**config.mk**
```make
export PLATFORM = sky130hd
export DESIGN_NAME = cfg_wdog_timer
export DESIGN_NICKNAME = d
export VERILOG_FILES = /design/src/rtl/wdg_pkg.sv /design/src/rtl/wdg_regs.sv /design/src/rtl/wdg_counter.sv /design/src/rtl/wdg_output.sv /design/src/rtl/cfg_wdog_timer.sv
export SDC_FILE = /design/constraint.sdc
export NUM_CORES = 1
export LEC_CHECK = 0
export CAP_MARGIN = 20
export CORE_ASPECT_RATIO = 1.5
export CORE_UTILIZATION = 50
export DETAILED_ROUTE_END_ITERATION = 6
export GPL_ROUTABILITY_DRIVEN = 0
export PLACE_DENSITY = 0.71
export SLEW_MARGIN = 25
export SYNTH_ARGS = -nofsm -noshare
export SYNTH_HDL_FRONTEND = slang
export SYNTH_SLANG_ARGS = --single-unit
```
**constraint.sdc**
```tcl
create_clock -name clk -period 6.1 [get_ports clk]
set_input_delay 1.22 -clock clk [delete_from_list [all_inputs] [get_ports clk]]
set_output_delay 1.22 -clock clk [all_outputs]
set_load 0.01 [all_outputs]
```
**src/rtl/wdg_pkg.sv**
```systemverilog
`timescale 1ns/1ps
package wdg_pkg;

    localparam int CNT_W = 8;

    localparam logic [7:0] IDX_DEV_EN = 8'h30;
    localparam logic [7:0] IDX_PIN_EN = 8'hF0;
    localparam logic [7:0] IDX_CTRL   = 8'hF5;
    localparam logic [7:0] IDX_TIME   = 8'hF6;

    localparam int BIT_PIN_EN = 7;
    localparam int BIT_STS    = 6;
    localparam int BIT_EN     = 5;
    localparam int BIT_PULSE  = 4;
    localparam int BIT_UNIT   = 3;

    typedef struct packed {
        logic       unit_min;
        logic       pulse_mode;
        logic       wd_en;
        logic [1:0] width_sel;
    } ctrl_t;

    typedef enum logic [1:0] {
        OUT_IDLE  = 2'd0,
        OUT_LEVEL = 2'd1,
        OUT_PULSE = 2'd2
    } out_state_t;

    function automatic ctrl_t ctrl_from_byte(input logic [7:0] b);
        ctrl_t c;
        c.unit_min   = b[BIT_UNIT];
        c.pulse_mode = b[BIT_PULSE];
        c.wd_en      = b[BIT_EN];
        c.width_sel  = b[1:0];
        return c;
    endfunction

    function automatic logic [7:0] ctrl_to_byte(input ctrl_t c, input logic sts);
        logic [7:0] b;
        b            = '0;
        b[BIT_UNIT]  = c.unit_min;
        b[BIT_PULSE] = c.pulse_mode;
        b[BIT_EN]    = c.wd_en;
        b[BIT_STS]   = sts;
        b[1:0]       = c.width_sel;
        return b;
    endfunction

endpackage

```
**src/rtl/wdg_regs.sv**
```systemverilog
`timescale 1ns/1ps
module wdg_regs
    import wdg_pkg::*;
(
    input  logic             clk,
    input  logic             rst,
    input  logic [7:0]       idx,
    input  logic [7:0]       wdata,
    input  logic             wr,
    input  logic             rd,
    input  logic             expire,
    input  logic [CNT_W-1:0] count,
    output logic [7:0]       rdata_q,
    output logic             dev_en_q,
    output logic             pin_en_q,
    output ctrl_t            ctrl_q,
    output logic             sts_q,
    output logic             reload,
    output logic [CNT_W-1:0] reload_val
);

    logic [7:0] rd_mux;

    assign reload     = wr && (idx == IDX_TIME);
    assign reload_val = wdata[CNT_W-1:0];

    always_ff @(posedge clk) begin
        if (rst) begin
            dev_en_q <= 1'b0;
            pin_en_q <= 1'b0;
            ctrl_q   <= '0;
        end else if (wr) begin
            case (idx)
                IDX_DEV_EN: dev_en_q <= wdata[0];
                IDX_PIN_EN: pin_en_q <= wdata[BIT_PIN_EN];
                IDX_CTRL:   ctrl_q   <= ctrl_from_byte(wdata);
                default: ;
            endcase
        end
    end

    // expiry has priority over a write-one clear in the same cycle
    always_ff @(posedge clk) begin
        if (rst) begin
            sts_q <= 1'b0;
        end else if (expire) begin
            sts_q <= 1'b1;
        end else if (wr && idx == IDX_CTRL && wdata[BIT_STS]) begin
            sts_q <= 1'b0;
        end
    end

    always_comb begin
        case (idx)
            IDX_DEV_EN: rd_mux = {7'b0, dev_en_q};
            IDX_PIN_EN: rd_mux = {pin_en_q, 7'b0};
            IDX_CTRL:   rd_mux = ctrl_to_byte(ctrl_q, sts_q);
            IDX_TIME:   rd_mux = 8'(count);
            default:    rd_mux = 8'h00;
        endcase
    end

    always_ff @(posedge clk) begin
        if (rst) begin
            rdata_q <= '0;
        end else if (rd) begin
            rdata_q <= rd_mux;
        end
    end

endmodule

```
**src/rtl/wdg_counter.sv**
```systemverilog
`timescale 1ns/1ps
module wdg_counter
    import wdg_pkg::*;
#(
    parameter int TICKS_PER_SEC = 1000,
    parameter int SECS_PER_MIN  = 60
) (
    input  logic             clk,
    input  logic             rst,
    input  logic             run,
    input  logic             ms_tick,
    input  logic             unit_min,
    input  logic             reload,
    input  logic [CNT_W-1:0] reload_val,
    output logic [CNT_W-1:0] count_q,
    output logic             expire
);

    localparam int MIN_TICKS = TICKS_PER_SEC * SECS_PER_MIN;
    localparam int PRE_W     = (MIN_TICKS > 2) ? $clog2(MIN_TICKS) : 1;
    localparam logic [PRE_W-1:0] SEC_LAST = PRE_W'(TICKS_PER_SEC - 1);
    localparam logic [PRE_W-1:0] MIN_LAST = PRE_W'(MIN_TICKS - 1);

    logic [PRE_W-1:0] pre_q;
    logic [PRE_W-1:0] last;
    logic             step;
    logic             wrap;

    assign last = unit_min ? MIN_LAST : SEC_LAST;
    // >= keeps a unit change mid-count from overrunning the shorter limit
    assign wrap = (pre_q >= last);
    assign step = run && ms_tick && !reload && (count_q != '0);
    assign expire = step && wrap && (count_q == CNT_W'(1));

    always_ff @(posedge clk) begin
        if (rst) begin
            count_q <= '0;
            pre_q   <= '0;
        end else if (reload) begin
            count_q <= reload_val;
            pre_q   <= '0;
        end else if (step) begin
            if (wrap) begin
                pre_q   <= '0;
                count_q <= count_q - CNT_W'(1);
            end else begin
                pre_q <= pre_q + PRE_W'(1);
            end
        end
    end

endmodule

```
**src/rtl/wdg_output.sv**
```systemverilog
`timescale 1ns/1ps
module wdg_output
    import wdg_pkg::*;
#(
    parameter int PW0 = 1,
    parameter int PW1 = 25,
    parameter int PW2 = 125,
    parameter int PW3 = 5000
) (
    input  logic       clk,
    input  logic       rst,
    input  logic       active,
    input  logic       expire,
    input  logic       ms_tick,
    input  logic       pulse_mode,
    input  logic [1:0] width_sel,
    input  logic       sts,
    input  logic       pin_en,
    output logic       pin_n
);

    localparam int PW_MAX = (PW0 > PW1 ? PW0 : PW1) > (PW2 > PW3 ? PW2 : PW3)
                          ? (PW0 > PW1 ? PW0 : PW1) : (PW2 > PW3 ? PW2 : PW3);
    localparam int PW_W   = $clog2(PW_MAX + 1);

    out_state_t      state_q;
    logic [PW_W-1:0] left_q;
    logic [PW_W-1:0] width;
    logic            asserted;

    always_comb begin
        case (width_sel)
            2'd0:    width = PW_W'(PW0);
            2'd1:    width = PW_W'(PW1);
            2'd2:    width = PW_W'(PW2);
            default: width = PW_W'(PW3);
        endcase
    end

    always_ff @(posedge clk) begin
        if (rst) begin
            state_q <= OUT_IDLE;
            left_q  <= '0;
        end else if (!active) begin
            state_q <= OUT_IDLE;
            left_q  <= '0;
        end else if (expire) begin
            if (pulse_mode) begin
                state_q <= OUT_PULSE;
                left_q  <= width;
            end else begin
                state_q <= OUT_LEVEL;
            end
        end else begin
            case (state_q)
                OUT_LEVEL: if (!sts) state_q <= OUT_IDLE;
                OUT_PULSE: begin
                    if (ms_tick) begin
                        if (left_q <= PW_W'(1)) begin
                            state_q <= OUT_IDLE;
                            left_q  <= '0;
                        end else begin
                            left_q <= left_q - PW_W'(1);
                        end
                    end
                end
                default: ;
            endcase
        end
    end

    // enable and flag act combinationally so a disable or clear releases at once
    assign asserted = active && (((state_q == OUT_LEVEL) && sts) || (state_q == OUT_PULSE));
    assign pin_n    = !(asserted && pin_en);

endmodule

```
**src/rtl/cfg_wdog_timer.sv**
```systemverilog
`timescale 1ns/1ps
module cfg_wdog_timer
    import wdg_pkg::*;
#(
    parameter int TICKS_PER_SEC = 1000,
    parameter int SECS_PER_MIN  = 60,
    parameter int PW0 = 1,
    parameter int PW1 = 25,
    parameter int PW2 = 125,
    parameter int PW3 = 5000
) (
    input  logic       clk,
    input  logic       rst,
    input  logic       ms_tick,
    input  logic [7:0] cfg_idx,
    input  logic [7:0] cfg_wdata,
    input  logic       cfg_wr,
    input  logic       cfg_rd,
    output logic [7:0] cfg_rdata,
    output logic       wdt_rst_n
);

    logic [CNT_W-1:0] count_q;
    logic [CNT_W-1:0] reload_val;
    logic             reload_s;
    logic             expire_s;
    logic             dev_en;
    logic             pin_en;
    logic             sts_q;
    logic             wd_en;
    logic             run;
    ctrl_t            ctrl;

    assign wd_en = ctrl.wd_en;
    assign run   = dev_en && wd_en;

    wdg_regs u_regs (
        .clk        (clk),
        .rst        (rst),
        .idx        (cfg_idx),
        .wdata      (cfg_wdata),
        .wr         (cfg_wr),
        .rd         (cfg_rd),
        .expire     (expire_s),
        .count      (count_q),
        .rdata_q    (cfg_rdata),
        .dev_en_q   (dev_en),
        .pin_en_q   (pin_en),
        .ctrl_q     (ctrl),
        .sts_q      (sts_q),
        .reload     (reload_s),
        .reload_val (reload_val)
    );

    wdg_counter #(
        .TICKS_PER_SEC (TICKS_PER_SEC),
        .SECS_PER_MIN  (SECS_PER_MIN)
    ) u_counter (
        .clk        (clk),
        .rst        (rst),
        .run        (run),
        .ms_tick    (ms_tick),
        .unit_min   (ctrl.unit_min),
        .reload     (reload_s),
        .reload_val (reload_val),
        .count_q    (count_q),
        .expire     (expire_s)
    );

    wdg_output #(
        .PW0 (PW0),
        .PW1 (PW1),
        .PW2 (PW2),
        .PW3 (PW3)
    ) u_output (
        .clk        (clk),
        .rst        (rst),
        .active     (run),
        .expire     (expire_s),
        .ms_tick    (ms_tick),
        .pulse_mode (ctrl.pulse_mode),
        .width_sel  (ctrl.width_sel),
        .sts        (sts_q),
        .pin_en     (pin_en),
        .pin_n      (wdt_rst_n)
    );

endmodule

```
==> flow_summary.ini <==
[route]
post_drt_wl_per_cell_um = 16.0
ant_nets = 0
drt_iter0_markers = 142
via_per_inst = 6.08
vias = 2911
drcViolationCount = 0
drt-pass1-iter-count = 4
routed_wl_um = 7670

[floorplanning]
pin_count = 30
rows = 35
core_area_sq_um = 6220
die_w_um = 67.9
initial_core_util = 0.524
dieArea_sq_um = 6850
die_h_um = 101

[power]
p_int_uw = 484
p_leak_nw = 1.26
p_seq_frac = 0.584
cellPowerDensity_nw_per_um2 = 171
netSwitchingFraction = 0.220
p_switching_uw = 136
power_frac_clock = 0.359
power_frac_comb = 0.056
ir_worst_vdd_uv = 164

[sta]
final_max_slew_viol_count = 0
period_needed_ns = 3.59
period_share = 0.589
rsz0062_at_grt = false
slew_headroom = 0.497
fin_skew_ns = 0.0127
finalSetupTns_ns = 0
tightestPinTransition_ns = 0.751
hold_viol_final = 0
fin_ws_ns = 2.51
final-setup-viol-count = 0
fmax_ghz = 0.279

[critical_path]
crit_type = primary input to register
cp_cell_sequence = clkdlybuf4s50_1 -> nand4_1 -> a31oi_1 -> nor2_2 -> or4_1 -> a21oi_1
cp_data_arrival_time_ns = 3.83
ff2ff_path_depth = 8
critPathSlowestCell = clkdlybuf4s50_1
required_ns = 6.34
end_kind = register
crit_family = simple AND/OR/NAND/NOR gates
max_stage_delay_ns = 0.70
crit_buf_inv = 1
path_depth = 6
cp-start-kind = primary input
crit_path_max_fanout = 22

[global_route]
busiest_layer = met2
grt_start_max_net_pins = 29
antenna_found_initial = 0
grt_use_met1 = 0.272
grt_pass1_wl_um = 13200
grt_use_met2 = 0.439
gr-usage-met3 = 0.0385
grt_use_total = 0.251
grt_pass1_vias = 2930
gr-total-overflow = 0

[yosys]
synth_area_per_cell_sq_um = 8.42
syn-num-nets = 426
synth_warnings = 0
synth_flop_cell = dfxtp_1
ys_types = 64
synthesis.area_sq_um = 3260
synth_seq_area_share = 0.338
synth_edf_count = 0
synthArstFlopShare = 0
syn_inst = 387
synth_seq_cells = 55

[cells_and_area]
fin_cells = 479
area_growth_pct = 11.5
antennaDiodeCount = 0
post_route_cells_drive_above_1_share = 0.0667
final_core_util = 0.584
design_area_sq_um = 3630
fin_nets = 443

[place]
io_buffers = 29
hpwl_um = 5710
place_ws_ns = 2.19
dpl.cell_count = 471
post_dp_cell_area_sq_um = 3530

[clocking]
hold_buffers = 0
cts_resized = 0
root_buffer = clkbuf_8
tritoncts = done
numCtsBuffers = 5
clk_pin_slew_ns = 0.10
cts_sinks = 55
h-tree-depth = 2
insertion_delay_ns = 0.31
postCtsSetupRepairBufs = 0
clockBufferDepth = 2

[outcome]
status = finished clean

[worst_hold_path]
hold_depth = 2
hp-class = register to register

[run]
maxCapViolCount = 0
placed cells by master, fill, tap and decap left out, types with 2 or more instances in the layout:
cell	count
or3_1	4
or2_2	2
nand2_1	37
a211oi_1	13
o21ai_1	2
clkdlybuf4s50_1	29
inv_1	9
nand4b_1	2
or4b_1	2
nor3_1	10
o2111ai_1	5
mux2i_1	6
mux2_2	3
o22ai_1	3
nor2_4	4
nand3b_1	5
a211o_1	2
nand4_1	8
nor2_1	51
a21oi_1	19
and3b_1	2
clkbuf_8	7
dfxtp_1	55
and3_1	7
o211ai_1	10
a21o_1	3
xor2_1	13
nor2_2	2
ha_1	18
a22oi_1	6
a31oi_1	8
or2_0	2
nand3_1	18
xnor2_1	7
or4_1	2
o21ai_0	2
registers in the layout (all words and copies together), names as in the netlist:
name               count
u_counter.pre_q       16
u_regs.rdata_q         8
u_output.state_q       2
u_regs.ctrl_q          5
u_output.left_q       13
u_regs.sts_q           1
u_regs.dev_en_q        1
u_counter.count_q      8
u_regs.pin_en_q        1
power groups by stage:
stage | clock (mW) | combinational [mW] | sequential, mW
2_1_floorplan | 0 | 0.0111 | 0.372
3_3_place_gp | 0 | 0.0344 | 0.371
3_5_place_dp | 0 | 0.0350 | 0.371
4_1_cts | 0.226 | 0.0351 | 0.363
5_1_grt | 0.241 | 0.0378 | 0.363
6_report | 0.223 | 0.0350 | 0.363
cells by family (layout without fill, tap and decap cells):
kind of cell,Yosys count,count (layout),share of synthesized area
DFF,55,55,0.338
and+or+nand+nor,170,170,0.276
xor gates and xnor gates,20,20,0.0538
adders and majority gates,18,18,0.0692
AOI/OAI and AO/OA,86,86,0.188
muxes,9,9,0.0288
buffers and inverters,29,47,0.0465
stage by stage:
| stage | power [mW] | hold slack, ns |
|---|---|---|
| 2_1_floorplan | 0.383 | 0.450 |
| 3_3_place_gp | 0.405 | 0.457 |
| 3_5_place_dp | 0.406 | 0.464 |
| 4_1_cts | 0.624 | 0.483 |
| 5_1_grt | 0.642 | 0.518 |
| 6_report | 0.620 | 0.478 |
layer usage:
metal	share of wire	wire, um
met1	0.40	3070
met2	0.52	3970
met3	0.037	283
met4	0.045	346
met5	0	0
area by class of cell:
| class | instances | area [sq um] |
|---|---|---|
| Sequential cell | 55 | 1100 |
| Inverter | 9 | 33.8 |
| Multi-Input combinational cell | 303 | 2010 |
| Clock buffer | 8 | 100 |
| Tap cell | 74 | 92.6 |
| Fill cell | 593 | 2590 |
| Timing Repair Buffer | 30 | 298 |
worst min-delay path: stages (launching register included):
cell and delay [ns]:
dfxtp_1 0.32, nand2b_1 0.06, a21oi_1 0.05
Yosys cell counts (all sizes together) (9+ instances only):
library cell	n	area (sq um)
nand3	18	90.1
o211ai	11	87.6
a21oi	19	95.1
nor3	10	50.1
inv	9	33.8
dfxtp	55	1100
buf	11	83.8
clkbuf	9	33.8
a211oi	14	110
nand2	37	139
xor2	13	114
nor2	57	246
ha	18	225
path summary, 6_finish.rpt:
check | slack (ns) | to | from
min reg2reg | 0.48 | u_regs.rdata_q[2] | u_regs.rdata_q[2]
max reg2reg | 3.24 | u_output.state_q[0] | u_regs.ctrl_q[4]
max | 2.51 | u_output.left_q[11] | cfg_wr
min | 0.48 | u_regs.rdata_q[2] | u_regs.rdata_q[2]
(Power assumes the default switching activity.)
